## config.mk

```make
export PLATFORM = sky130hd
export DESIGN_NAME = twin_pred_mv_seq
export DESIGN_NICKNAME = d
export VERILOG_FILES = /design/src/rtl/tpm_pkg.sv /design/src/rtl/tpm_next_set.sv /design/src/rtl/tpm_lane.sv /design/src/rtl/twin_pred_mv_seq.sv
export SDC_FILE = /design/constraint.sdc
export NUM_CORES = 1
export LEC_CHECK = 0
export ABC_CLOCK_PERIOD_IN_PS = 5770
export BUFFER_PORTS_ARGS = -buffer_cell sky130_fd_sc_hd__buf_2
export CAP_MARGIN = 20
export CELL_PAD_IN_SITES_DETAIL_PLACEMENT = 2
export CELL_PAD_IN_SITES_GLOBAL_PLACEMENT = 2
export CORE_MARGIN = 3
export CORE_UTILIZATION = 37
export DETAILED_ROUTE_END_ITERATION = 8
export GPL_TIMING_DRIVEN = 0
export PLACE_DENSITY = 0.93
export REMOVE_ABC_BUFFERS = 1
export SKIP_CTS_REPAIR_TIMING = 1
export SLEW_MARGIN = 25
export SYNTH_ARGS = -nofsm -noshare
export SYNTH_HDL_FRONTEND = slang
export SYNTH_HIERARCHICAL = 1
export SYNTH_SLANG_ARGS = --single-unit
```

## constraint.sdc

```tcl
create_clock -name clk -period 5.77 [get_ports clk]
set_input_delay 0.8655 -clock clk [delete_from_list [all_inputs] [get_ports clk]]
set_output_delay 0.8655 -clock clk [all_outputs]
set_load 0.02 [all_outputs]
```

## src/rtl/tpm_pkg.sv

```systemverilog
package tpm_pkg;
  typedef enum logic {
    SEQ_IDLE = 1'b0,
    SEQ_RUN  = 1'b1
  } seq_state_t;
endpackage

```

## src/rtl/tpm_next_set.sv

```systemverilog
// Lowest set bit of mask at or above position 'from'; returns MAXVL if none.
module tpm_next_set #(
  parameter int MAXVL = 16,
  parameter int IW    = $clog2(MAXVL + 1)
) (
  input  logic [MAXVL-1:0] mask,
  input  logic [IW-1:0]    from,
  output logic [IW-1:0]    pos
);
  always_comb begin
    pos = IW'(MAXVL);
    for (int k = MAXVL - 1; k >= 0; k--) begin
      if (mask[k] && (IW'(k) >= from)) pos = IW'(k);
    end
  end
endmodule

```

## src/rtl/tpm_lane.sv

```systemverilog
// One operand: captured flags, element pointer and register formation.
module tpm_lane #(
  parameter int MAXVL = 16,
  parameter int REG_W = 5,
  parameter int IW    = $clog2(MAXVL + 1)
) (
  input  logic             clk,
  input  logic             rst,
  input  logic             load,
  input  logic             step,
  input  logic             vec_in,
  input  logic [MAXVL-1:0] pred_in,
  input  logic [REG_W-1:0] base_in,
  output logic             vec,
  output logic [IW-1:0]    nxt,
  output logic [REG_W-1:0] reg_no
);
  logic [MAXVL-1:0] pred_q;
  logic [REG_W-1:0] base_q;
  logic [IW-1:0]    ptr_q;
  logic [IW-1:0]    hit;

  tpm_next_set #(.MAXVL(MAXVL), .IW(IW)) u_find (
    .mask (pred_q),
    .from (ptr_q),
    .pos  (hit)
  );

  // a scalar operand ignores its predicate and holds its pointer
  assign nxt    = vec ? hit : ptr_q;
  assign reg_no = base_q + REG_W'(nxt);

  always_ff @(posedge clk) begin
    if (rst) begin
      vec    <= 1'b0;
      pred_q <= '0;
      base_q <= '0;
      ptr_q  <= '0;
    end else if (load) begin
      vec    <= vec_in;
      pred_q <= pred_in;
      base_q <= base_in;
      ptr_q  <= '0;
    end else if (step && vec) begin
      ptr_q  <= nxt + IW'(1);
    end
  end
endmodule

```

## src/rtl/twin_pred_mv_seq.sv

```systemverilog
module twin_pred_mv_seq #(
  parameter int MAXVL = 16,
  parameter int REG_W = 5,
  localparam int IW   = $clog2(MAXVL + 1)
) (
  input  logic             clk,
  input  logic             rst,
  input  logic             start,
  input  logic [IW-1:0]    vl,
  input  logic [MAXVL-1:0] src_pred,
  input  logic [MAXVL-1:0] dst_pred,
  input  logic [REG_W-1:0] src_base,
  input  logic [REG_W-1:0] dst_base,
  input  logic             src_vec,
  input  logic             dst_vec,
  output logic             busy,
  output logic             pair_valid,
  output logic [REG_W-1:0] pair_src,
  output logic [REG_W-1:0] pair_dst,
  output logic             done
);
  import tpm_pkg::*;

  seq_state_t       state_q;
  logic [IW-1:0]    vl_q;
  logic             spent_q;
  logic             load, step, finish;
  logic             s_vec, d_vec;
  logic [IW-1:0]    s_nxt, d_nxt;
  logic [REG_W-1:0] s_reg, d_reg;

  assign load   = (state_q == SEQ_IDLE) && start;
  assign finish = (s_nxt >= vl_q) || (d_nxt >= vl_q) || spent_q;
  assign step   = (state_q == SEQ_RUN) && !finish;
  assign busy   = (state_q == SEQ_RUN);

  tpm_lane #(.MAXVL(MAXVL), .REG_W(REG_W), .IW(IW)) u_src (
    .clk (clk), .rst (rst), .load (load), .step (step),
    .vec_in (src_vec), .pred_in (src_pred), .base_in (src_base),
    .vec (s_vec), .nxt (s_nxt), .reg_no (s_reg)
  );

  tpm_lane #(.MAXVL(MAXVL), .REG_W(REG_W), .IW(IW)) u_dst (
    .clk (clk), .rst (rst), .load (load), .step (step),
    .vec_in (dst_vec), .pred_in (dst_pred), .base_in (dst_base),
    .vec (d_vec), .nxt (d_nxt), .reg_no (d_reg)
  );

  always_ff @(posedge clk) begin
    if (rst) begin
      state_q    <= SEQ_IDLE;
      vl_q       <= '0;
      spent_q    <= 1'b0;
      pair_valid <= 1'b0;
      pair_src   <= '0;
      pair_dst   <= '0;
      done       <= 1'b0;
    end else begin
      pair_valid <= 1'b0;
      done       <= 1'b0;
      case (state_q)
        SEQ_IDLE: begin
          if (start) begin
            state_q <= SEQ_RUN;
            vl_q    <= vl;
            spent_q <= 1'b0;
          end
        end
        default: begin
          if (finish) begin
            done    <= 1'b1;
            state_q <= SEQ_IDLE;
          end else begin
            pair_valid <= 1'b1;
            pair_src   <= s_reg;
            pair_dst   <= d_reg;
            // scalar-to-scalar: one copy only
            if (!s_vec && !d_vec) spent_q <= 1'b1;
          end
        end
      endcase
    end
  end
endmodule

```

; After elaboration in Yosys (flattened, before gate mapping)
; Index checks and enable logic that the tools add are counted.
[totals]
out_inout_bits = 13
word_cells = 147
regBits = 73
inputBits = 52
[op_classes]
magnitude_cmp = 34
reduce_logical = 48
n_eq_ne = 2
bitwise = 2
addsub = 4
n_mux = 42
[ops]
columns = cell, count
row1 = 5-bit 2-to-1 mux, 34
row2 = 4-bit by 5-bit greater-or-equal comparator with 1-bit output (first input constant), 16
row3 = 3-bit by 5-bit greater-or-equal comparator with 1-bit output (first input constant), 8
row4 = 1-bit logical AND, 37
row5 = 1-bit by 5-bit greater-or-equal comparator with 1-bit output (first input constant), 4
row6 = 2-bit by 5-bit greater-or-equal comparator with 1-bit output (first input constant), 4
row7 = 5-bit by 1-bit adder with 5-bit output (second input constant), 2
row8 = 5-bit adder, 2
row9 = 5-bit greater-or-equal comparator, 2
row10 = 1-bit 2-to-1 mux, 8
row11 = 2-bit AND reduction, 2
row12 = 2-bit OR reduction, 2
row13 = 1-bit zero test, 3
row14 = 3-bit AND reduction, 1
row15 = 1-bit logical OR, 2
row16 = 2-bit by 1-bit != test with 1-bit output (second input constant), 1
row17 = 2-bit != test (second input constant), 1
row18 = 1-bit NOT, 2
row19 = 2-bit nonzero test, 1

; Longest topological paths before layout
; Gate-level depths: netlist of the first run.
[depth]
ltp_word = 25
depth_mapped = 18
mapped_depth_nobuf = 16

; Hierarchy
; The synthesis of the first run kept the hierarchy.
[by_module_without_submodules]
columns = module, cells_per_inst, instances, area_per_inst_um2, seq_area_each_um2
row1 = tpm_lane, 124, 2, 1246.2, 540.5
row2 = tpm_next_set, 86, 2, 488.0, 0.0
row3 = twin_pred_mv_seq, 106, 1, 950.9, 380.4

; Worst setup path before layout of the first run
; Ideal clock, no wire load.
[synth_timing]
path_type = reg2reg
startpoint = register u_src.ptr_q[1]
endpoint = register u_dst.ptr_q[4]
stages_incl_launch_ff = 18
t_arrival_ns = 3.404
n_path_buf = 1
required_ns = 5.708
period_less_slack_ns = 3.466
setup_slack_ns = 2.304
setup_time_ns = 0.062
cell_sequence = dfxtp_1 a21boi_1 or3_1 a32o_1 a31oi_1 o22ai_1 mux2_2 inv_1 ha_1 nand2b_1 a31oi_1 o221a_2 and2_4 buf_12 and2_4 nor3b_4 or3b_1 nand3_1
[synth_via]
elab_chain_len = 25
word_cells_on_any_way = 55
classes_between = order compare (17) / mux (17) / reduce/logical (21)
[synth_rtl]
columns = item, line_no
row1 = from (decl), tpm_lane.sv:20  ; logic [IW-1:0] ptr_q;
row2 = from (signal assigned), tpm_lane.sv:45  ; ptr_q <= nxt + IW'(1);
row3 = 4-bit by 5-bit greater-or-equal comparator with 1-bit output, tpm_next_set.sv:13  ; if (mask[k] && (IW'(k) >= from)) pos = IW'(k);
row4 = 1-bit logical AND, tpm_next_set.sv:13
row5 = 5-bit 2-to-1 mux (15 in a row), tpm_next_set.sv:13
row6 = 5-bit 2-to-1 mux (*), tpm_next_set.sv:13
row7 = named net u_src.hit[0], tpm_lane.sv:21  ; logic [IW-1:0] hit;
row8 = 5-bit 2-to-1 mux (*), tpm_lane.sv:30  ; assign nxt = vec ? hit : ptr_q;
row9 = named net s_nxt[0], twin_pred_mv_seq.sv:29  ; logic [IW-1:0] s_nxt, d_nxt;
row10 = 5-bit greater-or-equal comparator (*), twin_pred_mv_seq.sv:33  ; assign finish = (s_nxt >= vl_q) || (d_nxt >= vl_q) || spent_q;
row11 = 1-bit logical OR (*) (2 in a row), twin_pred_mv_seq.sv:33
row12 = 1-bit zero test (*), twin_pred_mv_seq.sv:34  ; assign step = (state_q == SEQ_RUN) && !finish;
row13 = 1-bit logical AND (*), twin_pred_mv_seq.sv:34
row14 = named net step, twin_pred_mv_seq.sv:27  ; logic load, step, finish;
row15 = 1-bit logical AND (*), tpm_lane.sv:44  ; end else if (step && vec) begin
row16 = to (signal assigned), tpm_lane.sv:45
row17 = to (decl), tpm_lane.sv:20
; The timed path passes the listed nets; every way through them passes the cells marked *.
; A chain may end at the register's enable or synchronous reset.

; Final worst setup path of the first run
[layout_timing]
startpoint = register u_src.ptr_q[1]
endpoint = register u_dst.ptr_q[4]
[layout_via]
elab_chain_len = 25
word_cells_on_any_way = 55
classes_between = order compare (17) / mux (17) / reduce/logical (21)
[layout_rtl]
columns = item, line_no
row1 = 4-bit by 5-bit greater-or-equal comparator with 1-bit output, tpm_next_set.sv:13
row2 = 1-bit logical AND, tpm_next_set.sv:13
row3 = 5-bit 2-to-1 mux (15 in a row), tpm_next_set.sv:13
row4 = 5-bit 2-to-1 mux (*), tpm_next_set.sv:13
row5 = named net u_src.hit[0], tpm_lane.sv:21
row6 = 5-bit 2-to-1 mux (*), tpm_lane.sv:30
row7 = named net s_nxt[0], twin_pred_mv_seq.sv:29
row8 = 5-bit greater-or-equal comparator (*), twin_pred_mv_seq.sv:33
row9 = 1-bit logical OR (*) (2 in a row), twin_pred_mv_seq.sv:33
row10 = 1-bit zero test (*), twin_pred_mv_seq.sv:34
row11 = 1-bit logical AND (*), twin_pred_mv_seq.sv:34
row12 = 1-bit logical AND (*), tpm_lane.sv:44
; Marked as above.

==> results of run 1 <==
## path summary, 6_finish.rpt
check | start | to | slack, ns | cells after the start
setup / recovery | u_src/ptr_q[1]$_SDFFE_PP0P_ | u_dst/ptr_q[4]$_SDFFE_PP0P_ | 1.03 | 16
setup reg to reg | u_src/ptr_q[1]$_SDFFE_PP0P_ | u_dst/ptr_q[4]$_SDFFE_PP0P_ | 1.03 | 16
hold reg to reg | vl_q[3]$_SDFFE_PP0P_ | vl_q[3]$_SDFFE_PP0P_ | 0.48 | 2
hold / removal | vl_q[3]$_SDFFE_PP0P_ | vl_q[3]$_SDFFE_PP0P_ | 0.48 | 2
## registers in the layout, indices dropped and copies added, names as in the netlist
signal / count
u_src/ptr_q: 5
pair_src: 5
u_dst/base_q: 5
u_dst/vec: 1
u_dst/ptr_q: 5
pair_dst: 5
busy: 1
u_dst/pred_q: 16
u_src/pred_q: 16
pair_valid: 1
u_src/base_q: 5
done: 1
spent_q: 1
u_src/vec: 1
vl_q: 5
## stage by stage
stage,utilization,hold slack (ns),std cells,area [um2]
2_1_floorplan,-,0.430,496,4230
3_3_place_gp,0.409,0.448,703,4720
3_5_place_dp,0.411,0.472,704,4750
4_1_cts,0.436,0.489,720,5050
5_1_grt,0.436,0.517,720,5050
6_report,0.436,0.479,720,5050
## critical path, delay by kind of cell, from the launching register on
kind	cells	cell delay, ns
and+or+nand+nor	7	1.76
AOI/OAI and AO/OA	6	1.51
DFF	1	0.71
muxes	1	0.36
adders and majority gates	1	0.22
buffers and inverters	1	0.08
## where the power goes
part	total, mW	switching, mW	internal, mW
clock network	0.577	0.234	0.343
registers	0.559	0.0284	0.530
logic	0.256	0.148	0.107
## synth_stat cells, types with 4 or more instances
cell,n
sky130_fd_sc_hd__a21o_1,8
sky130_fd_sc_hd__a21oi_1,29
sky130_fd_sc_hd__a22o_1,7
sky130_fd_sc_hd__a31o_1,7
sky130_fd_sc_hd__a31oi_1,10
sky130_fd_sc_hd__buf_2,10
sky130_fd_sc_hd__buf_4,8
sky130_fd_sc_hd__clkbuf_1,8
sky130_fd_sc_hd__dfxtp_1,73
sky130_fd_sc_hd__ha_1,20
sky130_fd_sc_hd__inv_1,34
sky130_fd_sc_hd__mux2_2,4
sky130_fd_sc_hd__mux2i_1,50
sky130_fd_sc_hd__nand2_1,52
sky130_fd_sc_hd__nand2b_1,11
sky130_fd_sc_hd__nand3_1,18
sky130_fd_sc_hd__nand4_1,10
sky130_fd_sc_hd__nor2_1,62
sky130_fd_sc_hd__nor2b_1,8
sky130_fd_sc_hd__nor3_1,9
sky130_fd_sc_hd__o2111ai_1,4
sky130_fd_sc_hd__o211ai_1,4
sky130_fd_sc_hd__o21a_1,5
sky130_fd_sc_hd__o21ai_0,10
sky130_fd_sc_hd__o22ai_1,4
sky130_fd_sc_hd__xnor2_1,10
## placed cells by master, fill, tap and decap left out, types with 5 or more instances in the layout
cell	Yosys	routed
sky130_fd_sc_hd__a21o_1	8	8
sky130_fd_sc_hd__a21oi_1	29	29
sky130_fd_sc_hd__a22o_1	7	7
sky130_fd_sc_hd__a31o_1	7	7
sky130_fd_sc_hd__a31oi_1	10	10
sky130_fd_sc_hd__buf_2	10	63
sky130_fd_sc_hd__clkbuf_16	0	9
sky130_fd_sc_hd__dfxtp_1	73	73
sky130_fd_sc_hd__ha_1	20	20
sky130_fd_sc_hd__inv_1	34	33
sky130_fd_sc_hd__mux2i_1	50	50
sky130_fd_sc_hd__nand2_1	52	52
sky130_fd_sc_hd__nand2b_1	11	11
sky130_fd_sc_hd__nand3_1	18	18
sky130_fd_sc_hd__nand4_1	10	10
sky130_fd_sc_hd__nor2_1	62	62
sky130_fd_sc_hd__nor2b_1	8	8
sky130_fd_sc_hd__nor3_1	9	9
sky130_fd_sc_hd__o21a_1	5	5
sky130_fd_sc_hd__o21ai_0	10	10
sky130_fd_sc_hd__xnor2_1	10	10
## kinds of logic after synthesis
family / count (synthesis) / share of synthesized area
AND/OR/NAND/NOR: 190 / 0.209
AO/OA/AOI/OAI: 111 / 0.175
flip-flops: 73 / 0.331
buffers and inverters: 64 / 0.0728
multiplexers: 54 / 0.123
adder cells (fa/ha/maj): 22 / 0.0657
XOR/XNOR: 12 / 0.0238
## area by class of cell
type                    count  area share
clock buffers              10      0.0474
well taps                 143      0.0355
multi-input cells         389       0.522
repair buffers             65      0.0679
clock inverters             6      0.0114
flip-flops and latches     73       0.290
inverters                  34      0.0258
## metal layers
metal  part of all wire  up-vias
li1                   -     1950
met1               0.42     2077
met2               0.52      100
met3              0.037       29
met4              0.025        0
met5                  0        -
==> qor.tcl, run 1 <==
set qor(run_status) {finished clean}
set qor(maxCapViolations) 0
set qor(globalRouteOverflowTotal) 0
set qor(final_period_minus_worst_setup_slack_ns) 4.74
set qor(synth.distinct_cells) 51
set qor(fp.dieArea_um2) 13300
set qor(cts_tree) {yes}
set qor(via_per_inst) 5.77
set qor(p_total_mw) 1.39
set qor(startpoint_type) {flop}
set qor(worst_slew_margin_rel) 0.495
set qor(final-max-slew-violation-count) 0
set qor(drt.antenna.violating_nets) 0
set qor(path_class) {flop to flop}
set qor(fmax_mhz) 211
set qor(power_density_nw_per_um2) 276
set qor(finalWirelength_um) 15000
set qor(die_y_um) 115
set qor(yosys_most_used_dff) {sky130_fd_sc_hd__dfxtp_1}
set qor(met3_usage) 0.0500
set qor(endpoints_failing_hold) 0
set qor(drc_errors) 0
set qor(critical_path_peak_fanout) 17
set qor(yosys-top-cells-area) {sky130_fd_sc_hd__dfxtp_1, sky130_fd_sc_hd__mux2i_1, sky130_fd_sc_hd__ha_1, sky130_fd_sc_hd__nor2_1, sky130_fd_sc_hd__nand2_1}
set qor(final.period_utilization) 0.821
set qor(rows) 39
set qor(cts_htree_levels) 3
set qor(initial_utilization) 0.382
set qor(dieWidth_um) 115
set qor(yosys_warnings) 6
set qor(finalClockSkew_ns) 0.0103
set qor(gp_congestion) 0.854
set qor(io_pins) 65
set qor(setup_total_negative_slack_ns) 0
set qor(mappedNetlistArea_um2) 4420
set qor(synth_enable_flop_cells) 0
set qor(vdd_ir_drop_max_mv) 0.120
set qor(ys_seq_elements) 73
set qor(dp_hpwl_um) 9870
set qor(clk-insertion-delay-late_ns) 0.35
set qor(worst_pin_slew_ns) 0.756
set qor(avgRoutedWirePerCell_um) 20.9
set qor(synth_top_area_frac) 0.331
set qor(cts_buffers) 9
set qor(antenna_violations_before_repair) 0
set qor(detailroute.via_count) 4156
set qor(crit_chain) {a21boi_1 -> or3_1 -> a32o_1 -> a31oi_1 -> o22ai_1 -> mux2_2 -> inv_1 -> ha_1 -> nand2b_1 -> a31oi_1 -> o221a_2 -> and2_4 -> and2_4 -> nor3b_4 -> or3b_1 -> nand3_1}
set qor(final.setup.worst_slack_ns) 1.03
set qor(avgSynthCellArea_um2) 8.40
set qor(placement.setup.worst_slack_ns) 1.18
set qor(worst-endpoint-required_ns) 6.06
set qor(total_leakage_power_nw) 2.28
set qor(drt_pre_antenna_iters) 4
set qor(global_route_hottest_layer) {met2}
set qor(critical_path_arrival_ns) 5.03
set qor(grt_setup_unrepaired) {false}
set qor(crit_path_end_kind) {flop}
set qor(cts_num_sinks) 73
set qor(gr-usage-met2) 0.422
set qor(register_area_um2) 1460
set qor(n_fill_cell) 1286
set qor(core_um2) 11600
set qor(synth_async_sr_flop_share) 0
set qor(synth_area_leader_cell) {sky130_fd_sc_hd__dfxtp_1}
set qor(detailedRoute.firstIterationViolations) 153
set qor(met1_usage) 0.265
set qor(sequential_area_share_after_synthesis) 0.331
set qor(worstHoldPathType) {flop to flop}
set qor(grt_max_degree) 61
set qor(diodes) 0
set qor(layout-drive-gt1-share) 0.170
set qor(multi_input_combinational_cell_area_um2) 2640
set qor(cts-root-to-sink-buffers) 2
set qor(gate_count_after_technology_mapping) 526
set qor(number_of_global_route_vias_before_repair) 4606
set qor(areaGrowthSynthToFinish_pct) 14.2
set qor(globalRouteTotalUtil) 0.233
set qor(clock_tree.root_cell) {sky130_fd_sc_hd__clkbuf_16}
set qor(grt_pass1_wl_um) 24300
set qor(place.port_buffers) 64
set qor(cpPeakStageDelay_ns) 0.71
set qor(critical_path_s_slowest_cell) {sky130_fd_sc_hd__dfxtp_1}
set qor(final_net_count) 646
set qor(setup_viol) 0
set qor(worst_setup_hold_path_clk_slew_ns) 0.06
Note: power is estimated with default switching activity, not from simulation.
==> run 2: changes to the inputs <==
ABC_CLOCK_PERIOD_IN_PS = 3900   (was 5770)
CORE_UTILIZATION = 31   (was 37)
PLACE_DENSITY = 0.84   (was 0.93)
clock period = 3.9 ns   (was 5.77 ns; I/O delays follow)
==> run 2 against run 1 <==
Effect of this change:
- maximum frequency up 22%
- via count up 1.0%
- sequential power up 47%
- critical path type unchanged
- largest power group is now registers
- total power up 45%
- clock skew down 0.0034 ns
- highest routed layer unchanged
- die area up 18%
- register-to-register slack worse by 1.0 ns
==> qor.tcl, run 2 (synthesis results as in run 1) <==
set qor(run_status) {finished clean}
set qor(finalClockSkew_ns) 0.00689
set qor(p_sw_uw) 589
set qor(antenna_violations_before_repair) 0
set qor(worstHoldPathType) {flop to flop}
set qor(cell_seen_most_often_among_critical_path_stages) {sky130_fd_sc_hd__nand3_1}
set qor(vdd_ir_drop_max_mv) 0.220
set qor(startpoint_type) {flop}
set qor(cts_htree_levels) 3
set qor(detailroute.via_count) 4199
set qor(p_seq_frac) 0.407
set qor(core_um2) 13600
set qor(grt_max_degree) 61
set qor(total_leakage_power_nw) 2.47
set qor(setup_total_negative_slack_ns) 0
set qor(switching_share) 0.292
set qor(dpl-instance-area_um2) 4800
set qor(endpoints_failing_hold) 0
set qor(drt_pre_antenna_iters) 4
set qor(pwr-share-clk) 0.386
set qor(path_class) {flop to flop}
set qor(final_common_cell) {sky130_fd_sc_hd__buf_2}
set qor(cts_num_sinks) 73
set qor(final_net_count) 676
set qor(worstPathBufferInverterCount) 2
set qor(biggestRegsByFlops) {u_dst/pred_q (16), u_src/pred_q (16)}
set qor(worst_path_dominant_cell_family) {simple AND/OR/NAND/NOR gates}
set qor(crit_chain) {clkbuf_4 -> buf_4 -> nand3_1 -> nand3_1 -> nand3_1 -> nand2b_1 -> a31oi_1 -> nand2_1 -> nand2_2 -> ha_1 -> a21o_1 -> a31oi_1 -> o221a_4 -> and2_4 -> and2_4 -> nor3b_4 -> or3b_1 -> nand3_1}
set qor(post_route_cell_area_um2) 5460
set qor(crit_path_end_kind) {flop}
set qor(via_per_inst) 5.36
set qor(multi_input_combinational_cell_area_um2) 2760
set qor(globalRouteOverflowTotal) 0
set qor(power_density_nw_per_um2) 370
set qor(mostFrequentLayoutCells) {sky130_fd_sc_hd__buf_2, sky130_fd_sc_hd__dfxtp_1, sky130_fd_sc_hd__nor2_1}
set qor(fp.dieArea_um2) 15700
set qor(final_period_minus_worst_setup_slack_ns) 3.87
set qor(die_y_um) 125
set qor(gp_congestion) 0.832
set qor(clock_tree.root_cell) {sky130_fd_sc_hd__clkbuf_16}
set qor(globalRouteTotalUtil) 0.174
set qor(critical_path_s_slowest_cell) {sky130_fd_sc_hd__or3b_1}
set qor(avgRoutedWirePerCell_um) 19.6
set qor(maxCapViolations) 0
set qor(finalWirelength_um) 15300
set qor(place.port_buffers) 64
set qor(worst_pin_slew_ns) 0.750
set qor(diodes) 0
set qor(areaGrowthSynthToFinish_pct) 23.5
set qor(combinationalPowerShare) 0.206
set qor(cpPeakStageDelay_ns) 0.39
set qor(worst-endpoint-required_ns) 4.17
set qor(initial_utilization) 0.325
set qor(number_of_global_route_vias_before_repair) 4474
set qor(grt_pass1_wl_um) 22500
set qor(rows) 42
set qor(cts-root-to-sink-buffers) 2
set qor(critical_path_arrival_ns) 4.14
set qor(register_area_um2) 1500
set qor(drc_errors) 0
set qor(cts_tree) {yes}
set qor(fmax_mhz) 259
set qor(critical_path_peak_fanout) 7
set qor(dieWidth_um) 125
set qor(drt.antenna.violating_nets) 0
set qor(dp_hpwl_um) 9660
set qor(setup_viol) 0
set qor(io_pins) 65
set qor(worst_setup_hold_path_clk_slew_ns) 0.06
set qor(n_fill_cell) 1537
set qor(final.period_utilization) 0.992
set qor(intPower_mw) 1.43
set qor(clk-insertion-delay-late_ns) 0.34
set qor(final-max-slew-violation-count) 0
set qor(detailedRoute.firstIterationViolations) 138
set qor(worst_slew_margin_rel) 0.499
set qor(layout-drive-gt1-share) 0.259
set qor(cts_buffers) 9
-- run 2: power groups by stage --
stage                     Clock (mW)  Sequential [mW]  Combinational, mW
after floorplan                    0            0.832              0.246
after global placement             0            0.840              0.343
after global routing           0.848            0.828              0.455
after CTS                      0.808            0.827              0.366
after detailed placement           0            0.843              0.361
final                          0.779            0.822              0.416
-- run 2: area by class of cell --
class / count / share of cell area
clock buffers: 13 / 0.0477
clock inverters: 3 / 0.00275
inverters: 34 / 0.0238
multi-input cells: 389 / 0.507
flip-flops and latches: 73 / 0.274
well taps: 176 / 0.0404
repair buffers: 95 / 0.105
-- run 2: routing by layer --
layer / up-vias / track usage / wire length [um]
li1: 2008 / - / -
met1: 2105 / 0.226 / 7030
met2: 72 / 0.295 / 7700
met3: 14 / 0.0264 / 368
met4: 0 / 0.0593 / 233
met5: - / 0 / 0
-- run 2: worst reg2reg max path, stage by stage (launching register included) --
cell and delay [ns]:
sky130_fd_sc_hd__dfxtp_4 0.37, sky130_fd_sc_hd__clkbuf_4 0.19, sky130_fd_sc_hd__buf_4 0.15, sky130_fd_sc_hd__nand3_1 0.08
sky130_fd_sc_hd__nand3_1 0.15, sky130_fd_sc_hd__nand3_1 0.19, sky130_fd_sc_hd__nand2b_1 0.08, sky130_fd_sc_hd__a31oi_1 0.30
sky130_fd_sc_hd__nand2_1 0.18, sky130_fd_sc_hd__nand2_2 0.18, sky130_fd_sc_hd__ha_1 0.28, sky130_fd_sc_hd__a21o_1 0.17
sky130_fd_sc_hd__a31oi_1 0.17, sky130_fd_sc_hd__o221a_4 0.25, sky130_fd_sc_hd__and2_4 0.20, sky130_fd_sc_hd__and2_4 0.19
sky130_fd_sc_hd__nor3b_4 0.23, sky130_fd_sc_hd__or3b_1 0.39, sky130_fd_sc_hd__nand3_1 0.08
-- run 2: path summary, 6_finish.rpt --
kind	to	slack, ns	cells past startpoint	start
worst max-delay path	u_dst/ptr_q[4]$_SDFFE_PP0P_	0.03	18	u_dst/ptr_q[2]$_SDFFE_PP0P_
worst min-delay path	vl_q[2]$_SDFFE_PP0P_	0.46	2	vl_q[2]$_SDFFE_PP0P_
worst min register to register	vl_q[2]$_SDFFE_PP0P_	0.46	2	vl_q[2]$_SDFFE_PP0P_
worst max register to register	u_dst/ptr_q[4]$_SDFFE_PP0P_	0.03	18	u_dst/ptr_q[2]$_SDFFE_PP0P_
-- run 2: per-stage QoR --
stage / hold slack, ns / worst slack [ns] / total power, mW / cells / util
after floorplan: 0.430 / 0.204 / 1.08 / 496 / -
after global placement: 0.449 / -0.455 / 1.18 / 736 / 0.350
after detailed placement: 0.458 / -0.572 / 1.20 / 737 / 0.353
after CTS: 0.467 / -0.612 / 2.00 / 753 / 0.373
after global routing: 0.487 / -0.128 / 2.13 / 783 / 0.401
final: 0.460 / 0.0325 / 2.02 / 783 / 0.401
